### config.mk
export PLATFORM = sky130hd
export DESIGN_NAME = sec_tally
export DESIGN_NICKNAME = d
export VERILOG_FILES = /design/src/rtl/sectally_pkg.sv /design/src/rtl/sectally_sync.sv /design/src/rtl/sectally_prescale.sv /design/src/rtl/sectally_core.sv /design/src/rtl/sec_tally.sv
export SDC_FILE = /design/constraint.sdc
export NUM_CORES = 1
export LEC_CHECK = 0
export BUFFER_PORTS_ARGS = -buffer_cell sky130_fd_sc_hd__buf_2
export CORE_MARGIN = 5
export CORE_UTILIZATION = 50
export DETAILED_ROUTE_END_ITERATION = 16
export PLACE_DENSITY = 0.69
export SLEW_MARGIN = 0
export SYNTH_ARGS = -nofsm -noshare
export SYNTH_HDL_FRONTEND = slang
export SYNTH_SLANG_ARGS = --single-unit
### constraint.sdc
create_clock -name clk_i -period 6.5 [get_ports clk_i]
set_input_delay 0.65 -clock clk_i [delete_from_list [all_inputs] [get_ports clk_i]]
set_output_delay 0.65 -clock clk_i [all_outputs]
set_load 0.03 [all_outputs]
### src/rtl/sectally_pkg.sv
package sectally_pkg;
  localparam int unsigned BYTE_W = 8;

  // Register offsets with a write meaning
  localparam logic [1:0] OFF_CLEAR = 2'd0;
  localparam logic [1:0] OFF_BUMP  = 2'd1;
endpackage

### src/rtl/sectally_sync.sv
module sectally_sync #(
  parameter int unsigned STAGES = 2
) (
  input  logic clk_i,
  input  logic rst_ni,
  input  logic async_i,
  output logic level_o,
  output logic rise_o
);
  logic [STAGES-1:0] sh_q;
  logic [STAGES-1:0] sh_d;
  logic              prev_q;

  always_comb begin
    sh_d = {sh_q[STAGES-2:0], async_i};
  end

  always_ff @(posedge clk_i or negedge rst_ni) begin
    if (!rst_ni) begin
      sh_q   <= '0;
      prev_q <= 1'b0;
    end else begin
      sh_q   <= sh_d;
      prev_q <= sh_q[STAGES-1];
    end
  end

  assign level_o = sh_q[STAGES-1];
  assign rise_o  = sh_q[STAGES-1] & ~prev_q;
endmodule

### src/rtl/sectally_prescale.sv
module sectally_prescale #(
  parameter int unsigned WIDTH = 15
) (
  input  logic clk_i,
  input  logic rst_ni,
  input  logic step_i,
  input  logic clr_i,
  output logic tick_o
);
  logic [WIDTH-1:0] div_q;
  logic [WIDTH-1:0] div_d;

  always_comb begin
    div_d = div_q;
    if (clr_i)       div_d = '0;
    else if (step_i) div_d = div_q + 1'b1;
  end

  always_ff @(posedge clk_i or negedge rst_ni) begin
    if (!rst_ni) div_q <= '0;
    else         div_q <= div_d;
  end

  assign tick_o = step_i & (&div_q) & ~clr_i;
endmodule

### src/rtl/sectally_core.sv
module sectally_core
  import sectally_pkg::*;
#(
  parameter int unsigned BYTES = 4,
  localparam int unsigned CW   = BYTES * BYTE_W
) (
  input  logic             clk_i,
  input  logic             rst_ni,
  input  logic             tick_i,
  input  logic             clr_i,
  input  logic             bump_we_i,
  input  logic [BYTES-1:0] bump_n_i,
  output logic [CW-1:0]    count_o
);
  logic [CW-1:0]    cnt_q;
  logic [CW-1:0]    cnt_d;
  logic [CW-1:0]    add_v;
  logic [BYTES-1:0] bump_en;

  // Per-byte strobe enable, gated by the MSB of the next lower byte
  for (genvar i = 0; i < BYTES; i++) begin : g_en
    if (i == 0) begin : g_low
      assign bump_en[i] = bump_we_i & ~bump_n_i[i];
    end else begin : g_up
      assign bump_en[i] = bump_we_i & ~bump_n_i[i] & ~cnt_q[i*BYTE_W-1];
    end
  end

  always_comb begin
    add_v = '0;
    for (int i = 0; i < BYTES; i++) begin
      add_v[i*BYTE_W +: BYTE_W] = {{(BYTE_W-1){1'b0}}, bump_en[i]};
    end
  end

  always_comb begin
    if (clr_i) cnt_d = '0;
    else       cnt_d = cnt_q + add_v + {{(CW-1){1'b0}}, tick_i};
  end

  always_ff @(posedge clk_i or negedge rst_ni) begin
    if (!rst_ni) cnt_q <= '0;
    else         cnt_q <= cnt_d;
  end

  assign count_o = cnt_q;
endmodule

### src/rtl/sec_tally.sv
module sec_tally
  import sectally_pkg::*;
#(
  parameter int unsigned PRESCALE_W  = 15,
  parameter int unsigned SYNC_STAGES = 2
) (
  input  logic       clk_i,
  input  logic       rst_ni,
  input  logic       osc_i,
  input  logic       wr_en_i,
  input  logic [1:0] addr_i,
  input  logic [7:0] wdata_i,
  output logic [7:0] rdata_o,
  output logic       osc_lvl_o
);
  localparam int unsigned BYTES = 4;
  localparam int unsigned CW    = BYTES * BYTE_W;

  logic          osc_rise;
  logic          sec_tick;
  logic          clr_wr;
  logic          bump_wr;
  logic [CW-1:0] count;

  assign clr_wr  = wr_en_i & (addr_i == OFF_CLEAR);
  assign bump_wr = wr_en_i & (addr_i == OFF_BUMP);

  sectally_sync #(.STAGES(SYNC_STAGES)) u_sync (
    .clk_i   (clk_i),
    .rst_ni  (rst_ni),
    .async_i (osc_i),
    .level_o (osc_lvl_o),
    .rise_o  (osc_rise)
  );

  sectally_prescale #(.WIDTH(PRESCALE_W)) u_pre (
    .clk_i  (clk_i),
    .rst_ni (rst_ni),
    .step_i (osc_rise),
    .clr_i  (clr_wr),
    .tick_o (sec_tick)
  );

  sectally_core #(.BYTES(BYTES)) u_core (
    .clk_i     (clk_i),
    .rst_ni    (rst_ni),
    .tick_i    (sec_tick),
    .clr_i     (clr_wr),
    .bump_we_i (bump_wr),
    .bump_n_i  (wdata_i[BYTES-1:0]),
    .count_o   (count)
  );

  // Offset 0 holds the most significant byte
  always_comb begin
    rdata_o = '0;
    for (int i = 0; i < BYTES; i++) begin
      if (addr_i == 2'(BYTES - 1 - i)) rdata_o = count[i*BYTE_W +: BYTE_W];
    end
  end
endmodule

==> impl_metrics.env, run 1 <==
export IMPL_synth_fp_nets=292
export IMPL_place_area_um2=2890
export IMPL_hold_viol_final=0
export IMPL_worstPathCellList="nor2b_1 -> and3_1 -> nand3_1 -> nor2_1 -> nand3_1 -> fa_1 -> inv_1 -> ha_1 -> nand4_1 -> o31ai_1 -> a41oi_1 -> or3_1 -> a21oi_1"
export IMPL_hold_buffers=0
export IMPL_drv_slew=0
export IMPL_drc=0
export IMPL_yosysMostFrequentCell="dfrtp_1"
export IMPL_antennaDiodeCount=0
export IMPL_drive_gt1_frac=0.148
export IMPL_final_setup_worst_slack_ns=2.48
export IMPL_grt_max_degree=51
export IMPL_dp_slack_ns=2.41
export IMPL_setup_viol=0
export IMPL_start_util=0.524
export IMPL_wl_met1_mm=2.74
export IMPL_start_kind="register"
export IMPL_boundaryPins=23
export IMPL_num_vias=2109
export IMPL_cts_made_buffers=5
export IMPL_top_layer="met4"
export IMPL_layout_min_cycle_time_ns=4.02
export IMPL_die_x_um=83.9
export IMPL_place_congestion=0.838
export IMPL_viasPerCell=5.84
export IMPL_post_dp_hpwl_mm=4.04
export IMPL_grt_pass1_vias=2047
export IMPL_fmax_mhz=249
export IMPL_yosys_top_cells_count="dfrtp_1 (50), nor2_1 (40), nand2_1 (20), xor2_1 (20)"
export IMPL_leakagePower_uw=0.00130
export IMPL_drt_iter0_markers=185
export IMPL_critPathSlowestCell="o31ai_1"
export IMPL_yosys_top_cells_area="dfrtp_1 (46%), mux4_2 (6.6%), xor2_1 (6.4%)"
export IMPL_routed_wl_mm=5.84
export IMPL_cts_repair_resized=0
export IMPL_cts_buffer_depth=2
export IMPL_worstSetupEndpointType="register"
export IMPL_hold_class="register to register"
export IMPL_ys_warn_count=0
export IMPL_cts_setup_buffers=0
export IMPL_synthDistinctLibCells=37
export IMPL_wl_met2_mm=2.64
export IMPL_avgSynthCellArea_um2=10.0
export IMPL_fin_nets=310
export IMPL_clock_latency_ns=0.31
export IMPL_port_buffers=18
export IMPL_syn_to_final_growth_pct=9.31
export IMPL_die_h_um=83.9
export IMPL_path_class="register to register"
export IMPL_peakVddDrop_mv=0.0807
export IMPL_ant_nets=0
export IMPL_setup_tns_ns=0
export IMPL_fin_skew_ns=0.0133
export IMPL_row_count=26
export IMPL_crit_path_max_incr_delay_ns=0.60
export IMPL_cts_sinks=50
export IMPL_powerDensity_nw_per_um2=207
export IMPL_synth_edf_count=0
export IMPL_synth_cells=272
export IMPL_slew_headroom=0.489
export IMPL_r2r_start="u_sync.sh_q[1]$_DFF_PN0_"
export IMPL_cts_reportedPaths_clkPinSlew_ns=0.08
export IMPL_cap_violations=0
export IMPL_yosysTopAreaCell="dfrtp_1"
export IMPL_final_util=0.573
export IMPL_cts_tree="yes"
export IMPL_worstMarginPinSlew_ns=0.760
export IMPL_drtPass1Iterations=4
export IMPL_status="finished clean"
export IMPL_grt_pass1_wl_mm=10.3
export IMPL_track_usage=0.181
export IMPL_crit_arrival_ns=4.24
export IMPL_die_area_um2=7040
export IMPL_htreeDepth=2
export IMPL_syn_area_um2=2730
export IMPL_async_flop_share=1.00
export IMPL_power_uw=617
export IMPL_clockRootBuffer="clkbuf_8"
export IMPL_hp_start="u_sync.sh_q[0]$_DFF_PN0_"
export IMPL_cp_max_fo=6
export IMPL_wl_met3_um=390
export IMPL_synth_top_cell_area_share=0.459
export IMPL_wl_per_cell_um=16.2
export IMPL_ys_seq_area_frac=0.459
export IMPL_cpMostUsedCell="nand3_1"
export IMPL_startpoint="u_sync.sh_q[1]$_DFF_PN0_"
export IMPL_crit_required_ns=6.72
export IMPL_synthFlopType="dfrtp_1"
export IMPL_final_area_um2=2980
export IMPL_fill_cells=467
export IMPL_grt_overflow_total=0
export IMPL_core_region_area_um2=5200
export IMPL_ys_ff_latch=50
export IMPL_grt_antenna_before_repair=0
export IMPL_grt_setup_unrepaired="no"
export IMPL_post_route_period_util=0.618
==> per-stage QoR <==
stage          instances  hold WS [ns]
3_3_place_gp         353         0.333
5_1_grt              361         0.380
6_report             361         0.354
4_1_cts              361         0.356
2_1_floorplan        272         0.331
3_5_place_dp         353         0.336
==> layout make-up <==
cell class,instances,area (um^2),area share
Clock inverter,3,21.3,0.00713
Tap cell,70,87.6,0.0294
Sequential cell,50,1250,0.419
Inverter,9,33.8,0.0113
Timing Repair Buffer,20,105,0.0352
Multi-Input combinational cell,204,1420,0.474
Clock buffer,5,68.8,0.0231
==> power by group <==
group | leakage [uW] | switching (uW) | internal, uW | total [uW]
clock network | 0.0000441 | 108 | 75.8 | 183
registers | 0.000682 | 22.8 | 332 | 355
logic | 0.000571 | 45.9 | 33.0 | 78.8
total | 0.00130 | 176 | 441 | 617
==> logic make-up (layout without fill, tap and decap cells) <==
logic type	Yosys count	in the layout	share of synthesized area
DFF	50	50	0.459
muxes	10	10	0.0734
AOI/OAI and AO/OA	41	41	0.0995
buffers and inverters	18	37	0.0248
and+or+nand+nor	117	117	0.217
xor gates and xnor gates	30	30	0.0963
adders and majority gates	6	6	0.0303
==> placed cells by master (no fill, tap or decap), drive strengths merged, types with 4 or more instances in the layout <==
cell type / netlist / final
dfrtp: 50 / 50
nor2: 40 / 40
nand2: 20 / 20
xor2: 20 / 20
buf: 0 / 20
nand3: 14 / 14
a21oi: 13 / 13
o21ai: 10 / 10
xnor2: 10 / 10
inv: 9 / 9
or3: 9 / 9
mux4: 8 / 8
nand4: 6 / 6
and3: 5 / 5
and4: 5 / 5
ha: 5 / 5
clkbuf: 9 / 5
and2: 4 / 4
o31ai: 4 / 4
==> worst paths after layout <==
kind | to | slack [ns] | cells past startpoint
max | u_core.count_o[26]$_DFF_PN0_ | 2.48 | 13
min | u_sync.sh_q[1]$_DFF_PN0_ | 0.35 | 0
max reg2reg | u_core.count_o[26]$_DFF_PN0_ | 2.48 | 13
min reg2reg | u_sync.sh_q[1]$_DFF_PN0_ | 0.35 | 0
max in group asynchronous | u_core.count_o[26]$_DFF_PN0_ | 5.63 | 2
min in group asynchronous | u_pre.div_q[5]$_DFFE_PN0P_ | 0.43 | 2
==> sequential cells by signal, indices dropped and copies added (netlist names) <==
signal          cells
u_core.count_o     32
u_pre.div_q        15
u_sync.sh_q         2
u_sync.prev_q       1
==> routing by layer <==
layer | vias to the layer above | track usage
li1 | 1004 | -
met1 | 1039 | 0.269
met4 | 0 | 0.0570
met2 | 58 | 0.263
met5 | - | 0
met3 | 8 | 0.0365
==> critical path, delay by kind of cell (launching register included) <==
family,cells,cell delay (ns)
and+or+nand+nor,7,1.70
AOI/OAI and AO/OA,3,1.18
adders and majority gates,2,0.59
DFF,1,0.36
buffers and inverters,1,0.08
Power figures use the tool's default switching activity.
==> run 2: changes to the inputs <==
- clock period: 6.5 -> 4.1 ns (I/O delays scaled with it)
==> impl_metrics.env, run 2 (same netlist as run 1, synthesis figures left out) <==
export IMPL_r2r_start="u_pre.div_q[3]$_DFFE_PN0P_"
export IMPL_fin_cells=365
export IMPL_cts_repair_resized=0
export IMPL_grt_antenna_before_repair=0
export IMPL_setup_viol=0
export IMPL_syn_to_final_growth_pct=10.7
export IMPL_worstSetupEndpointType="register"
export IMPL_clockRootBuffer="clkbuf_8"
export IMPL_cts_setup_buffers=0
export IMPL_start_kind="register"
export IMPL_crit_arrival_ns=3.84
export IMPL_wl_met1_mm=2.91
export IMPL_boundaryPins=23
export IMPL_top_layer="met4"
export IMPL_post_dp_hpwl_mm=4.09
export IMPL_die_area_um2=7040
export IMPL_place_congestion=0.862
export IMPL_cap_violations=0
export IMPL_antennaDiodeCount=0
export IMPL_hold_class="primary input to async pin"
export IMPL_wl_met3_um=230
export IMPL_cts_made_buffers=5
export IMPL_rr_worst_depth=11
export IMPL_grt_overflow_total=0
export IMPL_drive_gt1_frac=0.159
export IMPL_worstMarginPinSlew_ns=0.644
export IMPL_num_vias=2095
export IMPL_die_x_um=83.9
export IMPL_routed_wl_mm=5.84
export IMPL_layout_commonest_cell="dfrtp_1"
export IMPL_cts_sinks=50
export IMPL_post_route_period_util=0.881
export IMPL_path_class="register to register"
export IMPL_leakagePower_uw=0.00132
export IMPL_grt_pass1_wl_mm=10.2
export IMPL_slew_headroom=0.571
export IMPL_viasPerCell=5.74
export IMPL_htreeDepth=2
export IMPL_drt_iter0_markers=152
export IMPL_drtPass1Iterations=4
export IMPL_crit_required_ns=4.33
export IMPL_wl_per_cell_um=16.0
export IMPL_peakVddDrop_mv=0.138
export IMPL_cts_tree="yes"
export IMPL_final_cell_mix="dfrtp_1 (50), nor2_1 (40), nand2_1 (20), xor2_1 (20), buf_2 (18)"
export IMPL_wl_met2_mm=2.64
export IMPL_die_h_um=83.9
export IMPL_track_usage=0.178
export IMPL_grt_max_degree=51
export IMPL_clock_latency_ns=0.30
export IMPL_fin_nets=314
export IMPL_hold_viol_final=0
export IMPL_drv_slew=0
export IMPL_hold_buffers=0
export IMPL_drc=0
export IMPL_row_count=26
export IMPL_startpoint="u_pre.div_q[3]$_DFFE_PN0P_"
export IMPL_ant_nets=0
export IMPL_status="finished clean"
export IMPL_setup_tns_ns=0
export IMPL_cp_max_fo=6
export IMPL_largest_register_ffs=32
export IMPL_fin_skew_ns=0.00609
export IMPL_port_buffers=18
export IMPL_layout_min_cycle_time_ns=3.61
export IMPL_grt_setup_unrepaired="no"
export IMPL_grt_pass1_vias=2069
export IMPL_core_region_area_um2=5200
export IMPL_start_util=0.524
export IMPL_fmax_mhz=277
export IMPL_powerDensity_nw_per_um2=330
export IMPL_cts_reportedPaths_clkPinSlew_ns=0.09
export IMPL_cts_buffer_depth=2
export IMPL_dp_cells=357
run 2: final timing paths:
path	end	slack, ns
setup / recovery	u_core.count_o[27]$_DFF_PN0_	0.49
min in group clk_i	u_sync.sh_q[0]$_DFF_PN0_	0.21
hold / removal	u_sync.prev_q$_DFF_PN0_	0.21
setup reg to reg	u_core.count_o[27]$_DFF_PN0_	0.49
hold reg to reg	u_sync.sh_q[1]$_DFF_PN0_	0.36
max in group asynchronous	u_core.count_o[15]$_DFF_PN0_	3.46
run 2: layout make-up:
cell class,count,area [um^2]
flip-flops and latches,50,1250
clock buffers,6,82.6
inverters,9,33.8
fillers,475,2180
repair buffers,24,135
well taps,70,87.6
multi-input cells,204,1420
clock inverters,2,16.3
run 2: power by group:
group	internal, uW	total [uW]	switching (uW)
Combinational	53.1	127	73.4
Sequential	527	562	35.1
Clock	139	308	169
Total	719	997	278
run 2: per-stage QoR:
stage	setup slack, ns	utilization	power, uW	hold slack [ns]	instance area [um^2]
floorplan	0.618	-	652	0.114	2730
global placement	0.555	0.562	693	0.334	2920
detailed placement	0.532	0.562	699	0.339	2920
CTS	0.488	0.581	1010	0.202	3020
global route	0.177	0.581	1050	0.189	3020
finish	0.486	0.581	997	0.205	3020
run 2: routing by layer:
layer  up-vias  global-route usage
met1      1036               0.262
met5         -                   0
li1       1013                   -
met3         7              0.0365
met4         0              0.0482
met2        39               0.265
run 2: critical path, stage by stage, from the launching register on:
cell and delay (ns):
dfrtp_1 0.43, and4_1 0.29, and4_1 0.26, nand3_1 0.16, nor2_1 0.14, nand3_1 0.10
fa_1 0.39, nand4b_1 0.25, o41a_1 0.49, o41a_1 0.51, or3_1 0.37, a21oi_1 0.15
==> run 3: changes to the inputs <==
- PLACE_DENSITY: 0.69 -> 0.68
- SYNTH_HIERARCHICAL: unset -> 1
==> impl_metrics.env, run 3 <==
export IMPL_post_dp_hpwl_mm=3.93
export IMPL_drv_slew=0
export IMPL_crit_required_ns=4.33
export IMPL_ys_seq_area_frac=0.445
export IMPL_powerDensity_nw_per_um2=339
export IMPL_worstMarginPinSlew_ns=0.644
export IMPL_grt_pass1_wl_mm=10.0
export IMPL_syn_area_um2=2810
export IMPL_cts_repair_resized=0
export IMPL_path_delay_family="simple AND/OR/NAND/NOR gates"
export IMPL_start_kind="register"
export IMPL_reg2reg_to="u_core/count_o[26]$_DFF_PN0_"
export IMPL_internal_power_uw=755
export IMPL_power_frac_comb=0.124
export IMPL_final_area_um2=3070
export IMPL_cts_made_buffers=5
export IMPL_num_vias=2053
export IMPL_async_flop_share=1.00
export IMPL_rr_worst_depth=12
export IMPL_port_buffers=18
export IMPL_crit_buf_inv=0
export IMPL_holdWs_ns=0.205
export IMPL_drc=0
export IMPL_place_congestion=0.844
export IMPL_antennaDiodeCount=0
export IMPL_yosysMostFrequentCell="dfrtp_1"
export IMPL_r2r_start="u_pre/div_q[0]$_DFFE_PN0P_"
export IMPL_hold_class="primary input to async pin"
export IMPL_row_count=27
export IMPL_grt_antenna_before_repair=0
export IMPL_synthDistinctLibCells=47
export IMPL_slew_headroom=0.571
export IMPL_status="finished clean"
export IMPL_clock_latency_ns=0.30
export IMPL_grt_pass1_vias=1960
export IMPL_leakagePower_uw=0.00136
export IMPL_synth_edf_count=0
export IMPL_cap_violations=0
export IMPL_path_class="register to register"
export IMPL_synthFlopType="dfrtp_1"
export IMPL_layout_min_cycle_time_ns=3.22
export IMPL_drtPass1Iterations=4
export IMPL_worstSetupEndpointType="register"
export IMPL_critPathSlowestCell="dfrtp_1"
export IMPL_cts_reportedPaths_clkPinSlew_ns=0.09
export IMPL_fin_nets=300
export IMPL_avgSynthCellArea_um2=10.6
export IMPL_layout_commonest_cell="dfrtp_1"
export IMPL_cp_max_fo=5
export IMPL_synth_cells=265
export IMPL_switchingPower_uw=285
export IMPL_setup_viol=0
export IMPL_core_region_area_um2=5470
export IMPL_rrSetupSlack_ns=0.88
export IMPL_yosys_top_cells_area="dfrtp_1 (44%), mux4_2 (6.4%), nor2_1 (5.1%)"
export IMPL_syn_to_final_growth_pct=8.94
export IMPL_hold_viol_final=0
export IMPL_place_area_um2=2960
export IMPL_switching_share=0.274
export IMPL_drive_gt1_frac=0.181
export IMPL_yosysTopAreaCell="dfrtp_1"
export IMPL_synth_top_cell_area_share=0.445
export IMPL_ys_warn_count=6
export IMPL_die_h_um=85.0
export IMPL_fin_skew_ns=0.00623
export IMPL_cts_tree="yes"
export IMPL_pwr_share_clk=0.325
export IMPL_die_x_um=85.0
export IMPL_yosys_top_cells_count="dfrtp_1 (50), nor2_1 (38), nand2_1 (16), xor2_1 (16)"
export IMPL_grt_overflow_total=0
export IMPL_worstPathCellList="ha_1 -> nand3_1 -> or3_1 -> nor3_1 -> fa_1 -> ha_1 -> and4_1 -> a31o_2 -> a41o_1 -> a21oi_1 -> or3_1 -> a21oi_1"
export IMPL_wl_per_cell_um=16.2
export IMPL_drt_iter0_markers=127
export IMPL_viasPerCell=5.82
export IMPL_largest_register_ffs=32
export IMPL_crit_path_max_incr_delay_ns=0.42
export IMPL_grt_max_degree=57
export IMPL_track_usage=0.171
export IMPL_final_cell_mix="dfrtp_1 (50), nor2_1 (38), buf_2 (18), xor2_1 (16), nand2_1 (16)"
export IMPL_start_util=0.514
export IMPL_grt_setup_unrepaired="no"
export IMPL_cts_buffer_depth=2
export IMPL_die_area_um2=7230
export IMPL_cts_sinks=50
export IMPL_clockRootBuffer="clkbuf_8"
export IMPL_seqPwrFrac=0.551
export IMPL_setup_tns_ns=0
export IMPL_crit_arrival_ns=3.45
export IMPL_peakVddDrop_mv=0.135
export IMPL_boundaryPins=23
export IMPL_ys_ff_latch=50
export IMPL_fmax_mhz=310
export IMPL_routed_wl_mm=5.71
export IMPL_cts_setup_buffers=0
export IMPL_synth_fp_nets=285
export IMPL_htreeDepth=2
export IMPL_hold_buffers=0
export IMPL_ant_nets=0
export IMPL_post_route_period_util=0.786
## run 3: kinds of logic after synthesis
group           share of synthesized area
compound gates                     0.0898
xor+xnor                           0.0840
fa+ha+maj                          0.0293
buf+inv                            0.0262
flops                               0.445
mux                                0.0916
simple gates                        0.234
## run 3: per-layer routing
metal,up-vias,part of all wire,GRT usage
li1,981,-,-
met1,1028,0.52,0.264
met2,40,0.43,0.246
met3,4,0.040,0.0311
met4,0,0.0081,0.0432
met5,-,0,0
## run 3: worst register-to-register path: stages (launching register included)
cell and delay (ns):
dfrtp_1 0.42, ha_1 0.25, nand3_1 0.11, or3_1 0.31, nor3_1 0.27, fa_1 0.28
ha_1 0.21, and4_1 0.23, a31o_2 0.23, a41o_1 0.25, a21oi_1 0.13, or3_1 0.32
a21oi_1 0.14
## run 3: worst max path at each step
| stage | start | to | slack, ns | cells past startpoint |
|---|---|---|---|---|
| floorplan | addr_i[1] | u_core/count_o[29]$_DFF_PN0_ | 0.73 | 11 |
| global placement | u_pre/div_q[0]$_DFFE_PN0P_ | u_core/count_o[30]$_DFF_PN0_ | 0.92 | 12 |
| detailed placement | u_pre/div_q[0]$_DFFE_PN0P_ | u_core/count_o[30]$_DFF_PN0_ | 0.88 | 12 |
| CTS | u_pre/div_q[0]$_DFFE_PN0P_ | u_core/count_o[26]$_DFF_PN0_ | 0.85 | 12 |
| global route | u_pre/div_q[0]$_DFFE_PN0P_ | u_core/count_o[26]$_DFF_PN0_ | 0.50 | 12 |
| finish | u_pre/div_q[0]$_DFFE_PN0P_ | u_core/count_o[26]$_DFF_PN0_ | 0.88 | 12 |
## run 3: power by group through the flow
| stage | Sequential [uW] | Clock (uW) | Combinational [uW] |
|---|---|---|---|
| after floorplan | 571 | 0 | 96.2 |
| after global placement | 581 | 0 | 126 |
| after detailed placement | 582 | 0 | 129 |
| after CTS | 573 | 346 | 129 |
| after global routing | 580 | 366 | 145 |
| final | 573 | 338 | 129 |
## run 3: area by class of cell
type,instances,area (um^2)
inverter,4,15.0
sequential,50,1250
timing repair buffer,20,105
tap,72,90.1
fill,516,2410
clock buffer,8,110
multi-input combinational,199,1490
## run 3: stage by stage
stage,std cells,total power [uW],setup slack (ns),utilization
after floorplan,265,667,0.733,-
after global placement,345,707,0.922,0.540
after detailed placement,345,710,0.880,0.540
after CTS,353,1050,0.852,0.560
after global routing,353,1090,0.499,0.560
final,353,1040,0.876,0.560
